$ cat src/rtl/dsp_irq_pkg.sv
package dsp_irq_pkg;
  localparam int PC_W = 16;
  localparam int SR_W = 16;

  typedef struct packed {
    logic [PC_W-1:0] pc;
    logic [SR_W-1:0] sr;
  } irq_frame_t;
endpackage

$ cat src/rtl/irq_prio_arb.sv
module irq_prio_arb #(
  parameter int N_IRQ = 8,
  localparam int IDX_W = (N_IRQ > 1) ? $clog2(N_IRQ) : 1
) (
  input  logic [N_IRQ-1:0] req,
  input  logic             en,
  output logic             hit,
  output logic [IDX_W-1:0] idx,
  output logic [N_IRQ-1:0] grant
);
  // lowest index has highest priority: scan from the top down
  always_comb begin
    idx   = '0;
    grant = '0;
    for (int i = N_IRQ - 1; i >= 0; i--) begin
      if (req[i]) begin
        idx   = IDX_W'(i);
        grant = '0;
        grant[i] = 1'b1;
      end
    end
    if (!en) grant = '0;
    hit = en && (req != '0);
  end

  // at most one grant, only to a requesting line
  always_comb begin
    if (en) begin
      p_grant_onehot_r2: assert ($onehot0(grant) && ((grant & ~req) == '0));
    end
  end
endmodule

$ cat src/rtl/irq_ret_stack.sv
module irq_ret_stack
  import dsp_irq_pkg::*;
#(
  parameter int DEPTH = 4,
  localparam int CNT_W = $clog2(DEPTH + 1),
  localparam int IDX_W = (DEPTH > 1) ? $clog2(DEPTH) : 1
) (
  input  logic             clk,
  input  logic             rst_n,
  input  logic             push,
  input  logic             pop,
  input  irq_frame_t       din,
  output irq_frame_t       top,
  output logic             empty,
  output logic [CNT_W-1:0] cnt,
  output logic             err
);
  irq_frame_t       mem [DEPTH];
  logic             full;
  logic [CNT_W-1:0] top_ptr;

  assign full    = (cnt == CNT_W'(DEPTH));
  assign empty   = (cnt == '0);
  assign top_ptr = cnt - CNT_W'(1);
  assign top     = mem[top_ptr[IDX_W-1:0]];

  always_ff @(posedge clk) begin
    if (!rst_n) begin
      cnt <= '0;
      err <= 1'b0;
    end else if (push) begin
      if (full) begin
        err <= 1'b1;
      end else begin
        mem[cnt[IDX_W-1:0]] <= din;
        cnt <= cnt + CNT_W'(1);
      end
    end else if (pop) begin
      if (empty) err <= 1'b1;
      else       cnt <= cnt - CNT_W'(1);
    end
  end

  // the pointer never passes the capacity
  p_no_overflow_r8: assert property (@(posedge clk) disable iff (!rst_n)
    cnt <= CNT_W'(DEPTH));
  // the error flag holds once set
  p_err_sticky_r9: assert property (@(posedge clk) disable iff (!rst_n)
    err |=> err);
endmodule

$ cat src/rtl/irq_status_reg.sv
module irq_status_reg
  import dsp_irq_pkg::*;
#(
  parameter logic [SR_W-1:0] SR_RESET = 16'h2224
) (
  input  logic            clk,
  input  logic            rst_n,
  input  logic            wr_en,
  input  logic [SR_W-1:0] wr_data,
  input  logic            restore_en,
  input  logic [SR_W-1:0] restore_data,
  output logic [SR_W-1:0] sr
);
  always_ff @(posedge clk) begin
    if (!rst_n)          sr <= SR_RESET;
    else if (restore_en) sr <= restore_data;
    else if (wr_en)      sr <= wr_data;
  end

  // a restore always beats a concurrent write
  p_restore_wins_r7: assert property (@(posedge clk) disable iff (!rst_n)
    restore_en |=> sr == $past(restore_data));
endmodule

$ cat src/rtl/dsp_irq_unit.sv
module dsp_irq_unit
  import dsp_irq_pkg::*;
#(
  parameter int N_IRQ = 8,
  parameter int DEPTH = 4,
  parameter int IE_BIT = 9,
  parameter logic [PC_W-1:0] VEC_BASE = 16'h0000,
  parameter logic [SR_W-1:0] SR_RESET = 16'h2224,
  localparam int CNT_W = $clog2(DEPTH + 1)
) (
  input  logic             clk,
  input  logic             rst_n,
  input  logic [N_IRQ-1:0] irq_req,
  input  logic             insn_done,
  input  logic [PC_W-1:0]  next_pc,
  input  logic             rti,
  input  logic             sr_wr_en,
  input  logic [SR_W-1:0]  sr_wr_data,
  output logic [SR_W-1:0]  sr_rd_data,
  output logic             take_irq,
  output logic [PC_W-1:0]  vector_pc,
  output logic             ret_valid,
  output logic [PC_W-1:0]  ret_pc,
  output logic [CNT_W-1:0] stack_depth,
  output logic             stack_err
);
  localparam int IDX_W = (N_IRQ > 1) ? $clog2(N_IRQ) : 1;

  logic [SR_W-1:0]  sr_q;
  logic             arb_hit;
  logic [IDX_W-1:0] arb_idx;
  logic [N_IRQ-1:0] arb_grant;
  logic             boundary;
  logic             do_take;
  logic             do_pop;
  logic             stk_empty;
  irq_frame_t       push_frame;
  irq_frame_t       top_frame;

  // a retiring return owns its boundary: no dispatch there
  assign boundary = insn_done && !rti;

  irq_prio_arb #(.N_IRQ(N_IRQ)) u_arb (
    .req   (irq_req),
    .en    (boundary && sr_q[IE_BIT]),
    .hit   (arb_hit),
    .idx   (arb_idx),
    .grant (arb_grant)
  );

  assign do_take    = arb_hit;
  assign do_pop     = rti && !stk_empty;
  assign push_frame = '{pc: next_pc, sr: sr_q};

  irq_ret_stack #(.DEPTH(DEPTH)) u_stack (
    .clk   (clk),
    .rst_n (rst_n),
    .push  (do_take),
    .pop   (rti),
    .din   (push_frame),
    .top   (top_frame),
    .empty (stk_empty),
    .cnt   (stack_depth),
    .err   (stack_err)
  );

  irq_status_reg #(.SR_RESET(SR_RESET)) u_sr (
    .clk          (clk),
    .rst_n        (rst_n),
    .wr_en        (sr_wr_en),
    .wr_data      (sr_wr_data),
    .restore_en   (do_pop),
    .restore_data (top_frame.sr),
    .sr           (sr_q)
  );

  always_ff @(posedge clk) begin
    if (!rst_n) begin
      take_irq  <= 1'b0;
      vector_pc <= '0;
      ret_valid <= 1'b0;
      ret_pc    <= '0;
    end else begin
      take_irq  <= do_take;
      ret_valid <= do_pop;
      if (do_take) vector_pc <= VEC_BASE + PC_W'(arb_idx);
      if (do_pop)  ret_pc    <= top_frame.pc;
    end
  end

  assign sr_rd_data = sr_q;

  // a dispatch only follows an instruction boundary
  p_take_at_boundary_r3: assert property (@(posedge clk) disable iff (!rst_n)
    take_irq |-> $past(insn_done) && !$past(rti));
  // a dispatch only follows an enabled status word
  p_take_enabled_r4: assert property (@(posedge clk) disable iff (!rst_n)
    take_irq |-> $past(sr_q[IE_BIT]));
  // dispatch alone leaves the status word as it was
  p_take_keeps_sr_r5: assert property (@(posedge clk) disable iff (!rst_n)
    (take_irq && !$past(sr_wr_en)) |-> $stable(sr_q));
  // a return pulse only follows a return strobe
  p_ret_after_rti_r6: assert property (@(posedge clk) disable iff (!rst_n)
    ret_valid |-> $past(rti));
  // return and dispatch never share a cycle
  p_no_take_with_ret_r10: assert property (@(posedge clk) disable iff (!rst_n)
    !(take_irq && ret_valid));
endmodule

$ cat config.mk
export PLATFORM = sky130hd
export DESIGN_NAME = dsp_irq_unit
export DESIGN_NICKNAME = d
export VERILOG_FILES = /design/src/rtl/dsp_irq_pkg.sv /design/src/rtl/irq_prio_arb.sv /design/src/rtl/irq_ret_stack.sv /design/src/rtl/irq_status_reg.sv /design/src/rtl/dsp_irq_unit.sv
export SDC_FILE = /design/constraint.sdc
export NUM_CORES = 1
export LEC_CHECK = 0
export BUFFER_PORTS_ARGS = -buffer_cell sky130_fd_sc_hd__buf_4
export CORE_MARGIN = 3
export CORE_UTILIZATION = 51
export DETAILED_ROUTE_END_ITERATION = 12
export GPL_ROUTABILITY_DRIVEN = 0
export PLACE_DENSITY = 0.77
export SLEW_MARGIN = 20
export SYNTH_ARGS = -nofsm -noshare
export SYNTH_HDL_FRONTEND = slang
export SYNTH_SLANG_ARGS = --single-unit
$ cat constraint.sdc
create_clock -name clk -period 3 [get_ports clk]
set_clock_uncertainty 0.05 [all_clocks]
set_input_delay 0.3 -clock clk [delete_from_list [all_inputs] [get_ports clk]]
set_output_delay 0.3 -clock clk [all_outputs]
set_load 0.02 [all_outputs]
==> results.yml <==
sta:
  period_needed_ns: 2.38
  hold_violations: 0
  worst_slew_pin_slew_ns: 0.854
  relSlewSlack: 0.431
  finalSetupViolations: 0
  finalCritPeriodShare: 0.794
  drv_slew: 0
  fin_tns_setup_ns: 0
  max_freq_mhz: 420
  rsz0062_at_grt: "no"
routing:
  met2WireLength_um: 6490
  num_vias: 3670
  dr.max_layer_used: "met4"
  drt-met1-wl_um: 5270
  wirelength_um: 13100
  drc: 0
  wire_per_inst_um: 19.6
  ant_nets: 0
  drtIter0Drc: 227
  route.met3.wl_um: 1120
  viasPerCell: 5.49
  first_pass_iters: 4
worst_setup_path:
  path_buf_inv: 2
  path_class: "reg -> reg"
  rrSetupSlack_ns: 0.62
  crit_family: "adder cells"
  cp-start-kind: "flop"
  arrival_ns: 2.63
  r2r_end: "u_sr.sr[9]$_SDFFE_PN1P_"
  max_stage_delay_ns: 0.66
  reg2reg_depth: 6
  crit_chain: "inv_1 -> ha_2 -> buf_12 -> mux4_2 -> o21ai_0 -> nand2_1"
  cp_max_fo: 19
  cp.required_ns: 3.25
  regToRegStartpoint: "u_stack.cnt[0]$_SDFFE_PN0P_"
  crit_path_end_kind: "flop"
  worst_path_max_delay_cell: "ha_2"
grt:
  grt-ovfl-total: 0
  grt_pass1_wl_um: 20600
  grt_max_degree: 33
  grtUsageTotal: 0.193
  grt_pass1_vias: 3746
  antenna_found_initial: 0
synthesis:
  synthCells: 394
  yosysWarnings: 0
  netlist_area_mm2: 0.00660
  avgSynthCellArea_um2: 16.8
  yosysTopAreaCellShare: 0.582
  synth_top_cells_by_area: "edfxtp_1 58%, dfxtp_1 12%, mux4_2 11%"
  yosys.area.top_type: "edfxtp_1"
  ys_types: 38
  ys_seq_area_frac: 0.706
  ys_seq_elements: 169
min_path:
  hold_end: "u_stack.mem[2][22]$_DFFE_PP_"
  hold_path.class: "in -> reg"
  min_from: "next_pc[6]"
  min_path_cells: 1
place:
  portBuffers: 85
  dp_hpwl_um: 8320
pwr:
  p_per_area_mw_per_mm2: 859
  peakVddDrop_v: 0.000488
  p_leak_uw: 0.00292
  design_power_total_uw: 6870
flow_run:
  cap_violations: 0
clock_tree:
  tritoncts: "yes"
  post-cts-setup-buffers: 0
  cts_resized: 0
  cts.sinks: 169
  cts_buffers: 17
  clk_path_buf_depth: 2
  clk_pin_slew_worst_paths_ns: 0.06
  htree_levels: 4
  cts_root_buffer: "clkbuf_16"
  hold_buffers: 0
  clk-insertion-delay-late_ns: 0.42
floorplan:
  io_pins: 99
  die_h_um: 120
  dieArea_mm2: 0.0143
  num_rows: 40
  die_w_um: 120
  start_util: 0.536
  core_mm2: 0.0123
outcome:
  status: "complete, no violations"
finish:
  layout_commonest_cell: "edfxtp_1"
  nNetsFinal: 537
  final_cell_mix: "128 x edfxtp_1, 94 x buf_4, 48 x nand2_1"
  area_growth_pct: 21.0
  diodes: 0
  drive_above_1_share: 0.338
[worst max path at each step]
stage | end | slack [ns] | cells after the start | start
after floorplan | u_stack.mem[0][0]$_DFFE_PP_ | 0.02 | 6 | u_stack.cnt[0]$_SDFFE_PN0P_
final | u_sr.sr[9]$_SDFFE_PN1P_ | 0.62 | 6 | u_stack.cnt[0]$_SDFFE_PN0P_
after global placement | u_sr.sr[9]$_SDFFE_PN1P_ | 0.66 | 6 | u_stack.cnt[0]$_SDFFE_PN0P_
after global routing | u_sr.sr[9]$_SDFFE_PN1P_ | 0.43 | 6 | u_stack.cnt[0]$_SDFFE_PN0P_
after detailed placement | u_sr.sr[9]$_SDFFE_PN1P_ | 0.58 | 6 | u_stack.cnt[0]$_SDFFE_PN0P_
after CTS | u_sr.sr[9]$_SDFFE_PN1P_ | 0.57 | 6 | u_stack.cnt[0]$_SDFFE_PN0P_
[logic make-up (layout without fill, tap and decap cells)]
logic type | count (synthesis) | in the layout | share of synthesized area
other | 1 | 13 | 0.000568
xor gates and xnor gates | 1 | 1 | 0.00133
adders and majority gates | 5 | 5 | 0.00948
muxes | 50 | 50 | 0.137
and+or+nand+nor | 78 | 78 | 0.0551
AOI/OAI and AO/OA | 48 | 48 | 0.0523
buffers and inverters | 42 | 136 | 0.0381
DFF | 169 | 169 | 0.706
[area by class of cell]
class	instances	area (um^2)
inverters	7	26.3
fillers	884	4320
clock buffers	22	474
well taps	168	210
flip-flops and latches	169	4670
multi-input cells	195	1750
repair buffers	97	766
clock inverters	10	98.8
[cells in the mapped netlist (all sizes together)]
library cell,n
dfxtp,41
conb,1
o311ai,1
nor3b,1
ha,5
mux2i,17
and2,2
nand3,1
o21bai,1
nor4,2
nand2b,3
o211a,4
inv,7
xnor2,1
o211ai,1
edfxtp,128
a21oi,10
buf,28
clkbuf,7
a21boi,13
mux2,1
and3,4
nand3b,2
nand2,49
mux4,32
a31oi,2
nor3,1
o21ai,4
nor2,13
a211o,1
o22ai,1
o221a,1
a211oi,9
[routing by layer]
| metal | track usage | up-vias |
|---|---|---|
| met2 | 0.307 | 158 |
| met1 | 0.248 | 1823 |
| met4 | 0.0766 | 0 |
| li1 | - | 1667 |
| met3 | 0.0636 | 22 |
| met5 | 0 | - |
[stage by stage]
stage / hold WS (ns) / cells / setup slack (ns) / util / instance area [um^2]
floorplan: 0.349 / 406 / 0.0189 / - / 6650
detailed placement: 0.403 / 636 / 0.582 / 0.602 / 7420
CTS: 0.0107 / 668 / 0.570 / 0.649 / 7990
finish: 0.0270 / 668 / 0.618 / 0.649 / 7990
global placement: 0.398 / 636 / 0.659 / 0.602 / 7420
global route: 0.00904 / 668 / 0.429 / 0.649 / 7990
[registers in the layout, indices dropped and copies added (netlist names)]
| signal | count |
|---|---|
| ret_pc | 16 |
| ret_valid | 1 |
| take_irq | 1 |
| u_sr.sr | 16 |
| u_stack.cnt | 3 |
| u_stack.err | 1 |
| u_stack.mem | 128 |
| vector_pc | 3 |
[where the power goes]
part	switching (uW)	internal [uW]	leakage (uW)
combinational	949	838	0.00114
clock	818	1280	0.000282
sequential	192	2790	0.00150
[worst reg2reg max path, cell delays in order, from the launching register on]
cell and delay (ns):
dfxtp_2 0.57, inv_1 0.16, ha_2 0.66, buf_12 0.24, mux4_2 0.31, o21ai_0 0.21
nand2_1 0.07
Power figures use the tool's default switching activity.
